$ cat config.mk
export PLATFORM = sky130hd
export DESIGN_NAME = prio_irq_gate
export DESIGN_NICKNAME = d
export VERILOG_FILES = /design/src/rtl/prio_irq_gate_pkg.sv /design/src/rtl/prio_irq_gate_ctrl.sv /design/src/rtl/prio_irq_gate_dpath.sv /design/src/rtl/prio_irq_gate.sv
export SDC_FILE = /design/constraint.sdc
export NUM_CORES = 1
export LEC_CHECK = 0
export ABC_CLOCK_PERIOD_IN_PS = 66900
export BUFFER_PORTS_ARGS = -buffer_cell sky130_fd_sc_hd__buf_2
export CORE_MARGIN = 8
export CORE_UTILIZATION = 50
export CTS_CLUSTER_SIZE = 8
export DETAILED_ROUTE_END_ITERATION = 16
export PLACE_DENSITY_LB_ADDON = 0.08
export SLEW_MARGIN = 20
export SYNTH_ARGS = -nofsm -noshare
export SYNTH_HDL_FRONTEND = slang
export SYNTH_SLANG_ARGS = --single-unit
$ cat constraint.sdc
create_clock -name clk -period 66.9 [get_ports clk]
set_clock_uncertainty 0.15 [all_clocks]
set_input_delay 3.345 -clock clk [delete_from_list [all_inputs] [get_ports clk]]
set_output_delay 3.345 -clock clk [all_outputs]
set_load 0.01 [all_outputs]
$ cat src/rtl/prio_irq_gate_pkg.sv
package prio_irq_gate_pkg;
  localparam int CLASS_W = 4;

  typedef struct packed {
    logic thrLoad;   // accepted threshold write
    logic ackClr;    // acknowledge of a presented interrupt
    logic winValid;  // an eligible winner exists this cycle
  } gateStrobes_t;
endpackage

$ cat src/rtl/prio_irq_gate_ctrl.sv
module prio_irq_gate_ctrl
  import prio_irq_gate_pkg::*;
#(
  parameter int NUM_LINES = 15,
  parameter int DATA_W    = 8,
  localparam int LINE_W   = (NUM_LINES > 1) ? $clog2(NUM_LINES) : 1
) (
  input  logic [NUM_LINES*CLASS_W-1:0] lineClass,
  input  logic [NUM_LINES-1:0]         pending,
  input  logic [CLASS_W-1:0]           thrQ,
  input  logic                         thrWrEn,
  input  logic [DATA_W-1:CLASS_W]      thrWrHigh,
  input  logic                         ackIn,
  input  logic                         dlvValidQ,
  input  logic [LINE_W-1:0]            dlvLineQ,
  output gateStrobes_t                 strobes,
  output logic [NUM_LINES-1:0]         clrMask,
  output logic [LINE_W-1:0]            winLine,
  output logic [CLASS_W-1:0]           winClass
);
  logic [NUM_LINES-1:0] effPend;
  logic                 bestValid;
  logic                 ackHit;

  assign ackHit = ackIn && dlvValidQ;

  // one-hot clear of the line being acknowledged
  always_comb begin
    clrMask = '0;
    for (int i = 0; i < NUM_LINES; i++) begin
      if (ackHit && (dlvLineQ == LINE_W'(i))) clrMask[i] = 1'b1;
    end
  end

  // the acknowledged line must not win again in the same cycle
  assign effPend = pending & ~clrMask;

  // highest class above threshold; strict compare keeps the lowest index on ties
  always_comb begin
    bestValid = 1'b0;
    winClass  = '0;
    winLine   = '0;
    for (int i = 0; i < NUM_LINES; i++) begin
      if (effPend[i] && (lineClass[i*CLASS_W +: CLASS_W] > thrQ) &&
          (!bestValid || (lineClass[i*CLASS_W +: CLASS_W] > winClass))) begin
        bestValid = 1'b1;
        winClass  = lineClass[i*CLASS_W +: CLASS_W];
        winLine   = LINE_W'(i);
      end
    end
  end

  assign strobes.thrLoad  = thrWrEn && (thrWrHigh == '0);
  assign strobes.ackClr   = ackHit;
  assign strobes.winValid = bestValid;
endmodule

$ cat src/rtl/prio_irq_gate_dpath.sv
module prio_irq_gate_dpath
  import prio_irq_gate_pkg::*;
#(
  parameter int NUM_LINES = 15,
  parameter int DATA_W    = 8,
  localparam int LINE_W   = (NUM_LINES > 1) ? $clog2(NUM_LINES) : 1
) (
  input  logic                 clk,
  input  logic                 rstN,
  input  gateStrobes_t         strobes,
  input  logic [NUM_LINES-1:0] reqSet,
  input  logic [NUM_LINES-1:0] clrMask,
  input  logic [CLASS_W-1:0]   thrWrLow,
  input  logic [LINE_W-1:0]    winLine,
  input  logic [CLASS_W-1:0]   winClass,
  output logic [NUM_LINES-1:0] pendingQ,
  output logic [CLASS_W-1:0]   thrQ,
  output logic                 dlvValidQ,
  output logic [CLASS_W-1:0]   dlvClassQ,
  output logic [LINE_W-1:0]    dlvLineQ
);
  // a request in the acknowledge cycle survives the clear
  always_ff @(posedge clk or negedge rstN) begin
    if (!rstN) pendingQ <= '0;
    else       pendingQ <= (pendingQ & ~clrMask) | reqSet;
  end

  always_ff @(posedge clk or negedge rstN) begin
    if (!rstN)                thrQ <= '0;
    else if (strobes.thrLoad) thrQ <= thrWrLow;
  end

  always_ff @(posedge clk or negedge rstN) begin
    if (!rstN) begin
      dlvValidQ <= 1'b0;
      dlvClassQ <= '0;
      dlvLineQ  <= '0;
    end else begin
      dlvValidQ <= strobes.winValid;
      dlvClassQ <= strobes.winValid ? winClass : '0;
      dlvLineQ  <= strobes.winValid ? winLine  : '0;
    end
  end

  logic unusedAck;
  assign unusedAck = strobes.ackClr;
endmodule

$ cat src/rtl/prio_irq_gate.sv
module prio_irq_gate
  import prio_irq_gate_pkg::*;
#(
  parameter int NUM_LINES = 15,
  parameter int DATA_W    = 8,
  localparam int LINE_W   = (NUM_LINES > 1) ? $clog2(NUM_LINES) : 1
) (
  input  logic                         clk,
  input  logic                         rstN,
  input  logic [NUM_LINES*CLASS_W-1:0] lineClass,
  input  logic [NUM_LINES-1:0]         reqSet,
  input  logic                         thrWrEn,
  input  logic [DATA_W-1:0]            thrWrData,
  input  logic                         ackIn,
  output logic [CLASS_W-1:0]           thrValue,
  output logic                         deliverValid,
  output logic [CLASS_W-1:0]           deliverClass,
  output logic [LINE_W-1:0]            deliverLine
);
  gateStrobes_t         strobes;
  logic [NUM_LINES-1:0] pendingQ;
  logic [NUM_LINES-1:0] clrMask;
  logic [LINE_W-1:0]    winLine;
  logic [CLASS_W-1:0]   winClass;

  prio_irq_gate_ctrl #(.NUM_LINES(NUM_LINES), .DATA_W(DATA_W)) ctrl (
    .lineClass (lineClass),
    .pending   (pendingQ),
    .thrQ      (thrValue),
    .thrWrEn   (thrWrEn),
    .thrWrHigh (thrWrData[DATA_W-1:CLASS_W]),
    .ackIn     (ackIn),
    .dlvValidQ (deliverValid),
    .dlvLineQ  (deliverLine),
    .strobes   (strobes),
    .clrMask   (clrMask),
    .winLine   (winLine),
    .winClass  (winClass)
  );

  prio_irq_gate_dpath #(.NUM_LINES(NUM_LINES), .DATA_W(DATA_W)) dpath (
    .clk       (clk),
    .rstN      (rstN),
    .strobes   (strobes),
    .reqSet    (reqSet),
    .clrMask   (clrMask),
    .thrWrLow  (thrWrData[CLASS_W-1:0]),
    .winLine   (winLine),
    .winClass  (winClass),
    .pendingQ  (pendingQ),
    .thrQ      (thrValue),
    .dlvValidQ (deliverValid),
    .dlvClassQ (deliverClass),
    .dlvLineQ  (deliverLine)
  );
endmodule

==> run summary, run 1 <==
• Main synth FF type: sky130_fd_sc_hd__dfrtp_1
• Die Area: 0.0144 sq mm
• number of max-slew violations in the final report: 0
• Avg Inst Size Synth: 8.28 sq um
• vertical extent of the die: 120 um
• Bufs on Longest Clock Path: 2
• total DRC errors in the routed layout: 0
• required time of the critical path: 66.92 ns
• mean number of vias per cell: 6.22
• area inside the core boundary: 0.0107 sq mm
• P&R area growth vs syn: 13.4%
• pin slew with the least headroom to its limit: 0.914 ns
• mux contribution to synthesized area: 2.39%
• data arrival time of the critical path: 27.86 ns
• post-synthesis sequential area ratio: 13.0%
• setup repair after global routing missed its margin: false
• fraction of the mapped netlist area in compound gates: 34.0%
• post-synthesis cell area: 0.00539 sq mm
• H-Tree Level Count: 1
• maximum cell stage delay along the critical path: 0.49 ns
• global-route wire length before repair: 26,500 um
• area share of and/or/nand/nor cells after synthesis: 20.7%
• clock sink count: 28
• part of the cycle the worst path needs: 41.6%
• Routed WL per cell: 18.3 um
• met3 wire length: 772 um
• count of antenna-violating nets left after detailed routing: 0
• number of flops mapped to enable cells by yosys: 0
• chip width: 120 um
• Total Routing Usage GR: 21.9%
• clk_lat worst skew: 0.27 ns
• count of instances resized after the clock tree is built: 0
• post-synthesis cell type count: 87
• number of antenna violations at the first check in global routing: 0
• Setup violations, final: 0
• clock-pin slew on the worst setup and hold paths: 0.10 ns
• routed vias: 5,529
• total negative slack: 0 ns
• total of max-cap violations: 0
• run status: finished clean
• Clock Tree Root: sky130_fd_sc_hd__clkbuf_8
• NumNets Final: 948
• starting DRC count in detailed routing: 429
• met1 WL: 7120 um
• met2 layer wire length in the routed design: 7970 um
• classification of the worst-slack hold path: register to register
• Post-Synth Adder-Cell Area: 25.8%
• Routed Wire Length: 16,300 um
• number of register bits inferred by synthesis: 28
• Slowest-stage cell, CP: sky130_fd_sc_hd__a221oi_2
• number of global-route vias before repair: 5,542
• instance count of the mapped netlist: 651
• port buffer count: 99
• type of the setup path with the least slack: input pin to register
• gpl congestion: 0.949
• TritonCTS clock tree: done
• proportion of layout cells with a drive suffix above 1: 19.4%
• dominant combinational cell family by area after synthesis: compound AO/OA/AOI/OAI gates
• pin count of the biggest net entering global routing: 29
• count of buffers added by post-CTS timing repair for setup: 0
• starting density of the core: 50.4%
• uppermost routed layer: met4
• total gr overflow: 0
• worst-path maximum fanout: 13
• shortest clock period the worst path allows after layout: 27.84 ns
• final count of hold timing violations: 0
• # rows: 38
• count of filler cells inserted in the layout: 1,038
• number of buffers added by the clock tree synthesis step: 3
• cell with the most instances on the worst path: sky130_fd_sc_hd__a21oi_1
• Post-CTS Hold Buffers: 0
• Mapped Nets: 849
• number of antenna diodes: 0
• total of warnings raised by yosys: 0
• Max Clock Freq: 0.0359 GHz
• kind of launch point of the worst setup path: input pin
• I/O Pins: 100
• XOR/XNOR Fraction of Synth Area: 0%
• kind of capture point of the worst setup path: register
• flop-to-flop setup slack: 41.55 ns
• count of TritonRoute iterations in the first routing pass: 6
• relative slew slack: 38.3%
• fraction of registers with async set or reset after synthesis: 100%
• post-DP HPWL: 13,700 um
• worst hold margin: 0.376 ns
## logic make-up after synthesis
group	count (synthesis)
AO/OA/AOI/OAI	254
adder cells (fa/ha/maj)	111
buffers and inverters	55
flip-flops	28
multiplexers	11
AND/OR/NAND/NOR	192
## final timing paths
check / cells after the start / to / startpoint
max in group asynchronous: 1 / dpath.dlvLineQ[0]$_DFF_PN0_ / rstN
min in group asynchronous: 1 / dpath.thrQ[2]$_DFFE_PN0P_ / rstN
worst min register to register: 2 / dpath.pendingQ[5]$_DFF_PN0_ / dpath.pendingQ[5]$_DFF_PN0_
worst max-delay path: 118 / dpath.dlvClassQ[1]$_DFF_PN0_ / lineClass[3]
worst min-delay path: 2 / dpath.pendingQ[5]$_DFF_PN0_ / dpath.pendingQ[5]$_DFF_PN0_
worst max register to register: 119 / dpath.dlvClassQ[1]$_DFF_PN0_ / dpath.thrQ[3]$_DFFE_PN0P_
## flip-flops by register name (all words and copies together) (netlist names)
register	flops
dpath.thrQ	4
dpath.dlvClassQ	4
dpath.pendingQ	15
dpath.dlvLineQ	4
dpath.dlvValidQ	1
## cells in the mapped netlist, types with 3 or more instances
library cell,instances,area [sq um]
sky130_fd_sc_hd__nand2_1,33,124
sky130_fd_sc_hd__o211a_1,4,40.0
sky130_fd_sc_hd__and2_1,11,68.8
sky130_fd_sc_hd__and3_1,5,31.3
sky130_fd_sc_hd__o211ai_1,17,128
sky130_fd_sc_hd__a31oi_1,8,50.1
sky130_fd_sc_hd__nor3_1,4,20.0
sky130_fd_sc_hd__o21ai_1,8,40.0
sky130_fd_sc_hd__o21a_1,17,128
sky130_fd_sc_hd__a22o_1,3,26.3
sky130_fd_sc_hd__a311oi_1,4,35.0
sky130_fd_sc_hd__o22ai_1,6,37.5
sky130_fd_sc_hd__a211o_2,3,30.0
sky130_fd_sc_hd__a21boi_0,3,22.5
sky130_fd_sc_hd__nor2_1,27,101
sky130_fd_sc_hd__or2_2,4,25.0
sky130_fd_sc_hd__dfrtp_1,28,701
sky130_fd_sc_hd__inv_1,46,173
sky130_fd_sc_hd__a211oi_1,5,37.5
sky130_fd_sc_hd__ha_1,111,1390
sky130_fd_sc_hd__a31o_1,3,26.3
sky130_fd_sc_hd__a41o_1,8,80.1
sky130_fd_sc_hd__nand4_1,10,62.6
sky130_fd_sc_hd__nand2b_1,27,169
sky130_fd_sc_hd__a21oi_1,52,260
sky130_fd_sc_hd__nand3_1,16,80.1
sky130_fd_sc_hd__a41oi_1,3,26.3
sky130_fd_sc_hd__o21ai_0,55,275
sky130_fd_sc_hd__mux2_2,5,56.3
sky130_fd_sc_hd__nor2b_1,22,138
sky130_fd_sc_hd__and4_1,5,43.8
sky130_fd_sc_hd__or3_1,7,43.8
sky130_fd_sc_hd__a21o_1,14,105
sky130_fd_sc_hd__clkbuf_1,3,11.3
sky130_fd_sc_hd__nand4b_1,3,26.3
sky130_fd_sc_hd__mux2i_1,5,50.1
sky130_fd_sc_hd__buf_2,4,20.0
## final cells by class
class / count / area (sq um) / share of cell area, %
sequential: 28 / 701 / 11.5
tap: 140 / 175 / 2.87
timing repair buffer: 103 / 526 / 8.60
multi-input combinational: 568 / 4470 / 73.1
inverter: 46 / 173 / 2.82
clock buffer: 3 / 41.3 / 0.675
clock inverter: 1 / 30.0 / 0.491
## layer usage
metal  GRT usage [%]  up-vias
met3            2.21       35
met5               0        -
met1            27.6     2623
met4            6.09        0
li1                -     2722
met2            38.8      149
## worst max-delay path: cells and delay by family
| family | cells | cell delay [ns] |
|---|---|---|
| buf+inv | 5 | 0.50 |
| simple gates | 31 | 5.16 |
| mux | 4 | 1.47 |
| fa+ha+maj | 15 | 4.37 |
| compound gates | 63 | 12.96 |
## cells in the final DEF, fill, tap and decap left out, drive strengths merged, types with 7 or more instances in the layout
master and n:
ha 111, buf 103, o21ai 64, a21oi 53
inv 46, nand2 33, dfrtp 28, nand2b 27
nor2 27, nor2b 22, o211ai 17, o21a 17
nand3 16, a21o 14, and2 11, nand4 11
a41o 8, a31oi 8, or3 8, or2 7
## per-stage QoR
stage	util, %	std cells	instance area (sq um)	worst slack (ns)
6_report	57.1	889	6110	39.06
2_1_floorplan	-	651	5390	42.68
4_1_cts	57.1	889	6110	39.36
3_5_place_dp	56.5	885	6040	39.17
3_3_place_gp	56.5	885	6040	39.76
5_1_grt	57.1	889	6110	36.89
Power of run 1 is left out: the tool's default activity adds up to more than one toggle a clock period on the data nets, which glitch-free logic cannot reach.
==> run 2: changes to the inputs <==
--- a/config.mk
+++ b/config.mk
@@ -5,7 +5,7 @@
 export SDC_FILE = /design/constraint.sdc
 export NUM_CORES = 1
 export LEC_CHECK = 0
-export ABC_CLOCK_PERIOD_IN_PS = 66900
+export ABC_CLOCK_PERIOD_IN_PS = 28800
 export BUFFER_PORTS_ARGS = -buffer_cell sky130_fd_sc_hd__buf_2
 export CORE_MARGIN = 8
 export CORE_UTILIZATION = 50
==> constraint.sdc (replaced) <==
create_clock -name clk -period 28.8 [get_ports clk]
set_clock_uncertainty 0.15 [all_clocks]
set_input_delay 1.44 -clock clk [delete_from_list [all_inputs] [get_ports clk]]
set_output_delay 1.44 -clock clk [all_outputs]
set_load 0.01 [all_outputs]
==> run summary, run 2 (synthesis results as in run 1) <==
• run status: finished clean
• NumNets Final: 948
• TritonCTS clock tree: done
• classification of the worst-slack hold path: register to register
• gpl congestion: 0.913
• placed insts: 885
• starting DRC count in detailed routing: 311
• Setup violations, final: 0
• area inside the core boundary: 0.0107 sq mm
• max reg flops: 15
• most frequent cells in the layout: sky130_fd_sc_hd__ha_1, sky130_fd_sc_hd__buf_2, sky130_fd_sc_hd__o21ai_0
• count of buffers added by post-CTS timing repair for setup: 0
• worst-path maximum fanout: 13
• pin slew with the least headroom to its limit: 1.02 ns
• number of buffers added by the clock tree synthesis step: 3
• count of instances resized after the clock tree is built: 0
• total negative slack: 0 ns
• part of the cycle the worst path needs: 90.3%
• register bank with the most flops: dpath.pendingQ
• data arrival time of the critical path: 26.02 ns
• number of max-slew violations in the final report: 0
• Slowest-stage cell, CP: sky130_fd_sc_hd__a221oi_2
• count of TritonRoute iterations in the first routing pass: 5
• routed vias: 5,512
• pin count of the biggest net entering global routing: 29
• number of antenna violations at the first check in global routing: 0
• number of global-route vias before repair: 5,467
• count of antenna-violating nets left after detailed routing: 0
• type of the setup path with the least slack: input pin to register
• P&R area growth vs syn: 12.8%
• number of standard cells in the final layout excluding fillers: 888
• port buffer count: 99
• Routed WL per cell: 18.8 um
• required time of the critical path: 28.82 ns
• mean number of vias per cell: 6.21
• dpl ws: 3.10 ns
• number of antenna diodes: 0
• Total Routing Usage GR: 22.6%
• global-route wire length before repair: 27,100 um
• shortest clock period the worst path allows after layout: 26.00 ns
• relative slew slack: 31.0%
• Final WS setup: 2.80 ns
• kind of capture point of the worst setup path: register
• clock-pin slew on the worst setup and hold paths: 0.09 ns
• final count of hold timing violations: 0
• maximum cell stage delay along the critical path: 0.50 ns
• Clock Tree Root: sky130_fd_sc_hd__clkbuf_8
• H-Tree Level Count: 1
• Routed Wire Length: 16,700 um
• critical path buffer and inverter count: 6
• most common cell after layout, fill and taps aside: sky130_fd_sc_hd__ha_1
• vertical extent of the die: 120 um
• Post-CTS Hold Buffers: 0
• total of max-cap violations: 0
• setup repair after global routing missed its margin: false
• Max Clock Freq: 0.0385 GHz
• Die Area: 0.0144 sq mm
• cell with the most instances on the worst path: sky130_fd_sc_hd__a21oi_1
• Bufs on Longest Clock Path: 2
• family with the most delay on the worst path: compound AO/OA/AOI/OAI gates
• total gr overflow: 0
• total DRC errors in the routed layout: 0
• kind of launch point of the worst setup path: input pin
• proportion of layout cells with a drive suffix above 1: 19.3%
• clk_lat worst skew: 0.28 ns
• starting density of the core: 50.4%
• count of filler cells inserted in the layout: 1,010
• # rows: 38
• clock sink count: 28
• post-DP HPWL: 13,800 um
• chip width: 120 um
• I/O Pins: 100
## run 2: cell count changes in the layout (fill, tap and decap cells not counted), sizes merged
| cell | change |
|---|---|
| bufinv | -1 |
## run 2: layout make-up
| class | instances | area, sq um | share of cell area [%] |
|---|---|---|---|
| flip-flops and latches | 28 | 701 | 11.5 |
| repair buffers | 103 | 526 | 8.64 |
| clock buffers | 3 | 41.3 | 0.679 |
| well taps | 140 | 175 | 2.88 |
| inverters | 46 | 173 | 2.84 |
| multi-input cells | 568 | 4470 | 73.4 |
## run 2: worst reg2reg max path, delay by kind of cell, from the launching register on
family	cells	cell delay (ns)
simple gates	32	5.14
fa+ha+maj	15	4.36
mux	4	1.46
buf+inv	7	0.79
compound gates	63	13.07
flops	1	0.38
## run 2: stage by stage
stage          hold slack [ns]  utilization, %  area (sq um)
2_1_floorplan            0.305               -          5390
3_3_place_gp             0.349            56.5          6040
3_5_place_dp             0.348            56.5          6040
4_1_cts                  0.380            56.9          6080
5_1_grt                  0.429            56.9          6080
6_report                 0.377            56.9          6080
## run 2: metal layers
metal / global-route usage (%) / routed length [um]
met2: 39.3 / 8070
met4: 5.54 / 329
met3: 1.93 / 718
met1: 29.4 / 7590
met5: 0 / 0
## run 2: worst paths after layout
path / from / to / slack (ns) / depth (start not counted)
setup / recovery: lineClass[3] / dpath.dlvClassQ[1]$_DFF_PN0_ / 2.80 / 120
hold / removal: dpath.pendingQ[7]$_DFF_PN0_ / dpath.pendingQ[7]$_DFF_PN0_ / 0.38 / 2
setup reg to reg: dpath.thrQ[3]$_DFFE_PN0P_ / dpath.dlvClassQ[1]$_DFF_PN0_ / 3.38 / 121
hold reg to reg: dpath.pendingQ[7]$_DFF_PN0_ / dpath.pendingQ[7]$_DFF_PN0_ / 0.38 / 2
max in group asynchronous: rstN / dpath.pendingQ[6]$_DFF_PN0_ / 27.08 / 1
min in group asynchronous: rstN / dpath.thrQ[1]$_DFFE_PN0P_ / 1.01 / 1
Power of run 2 is left out for the same reason.
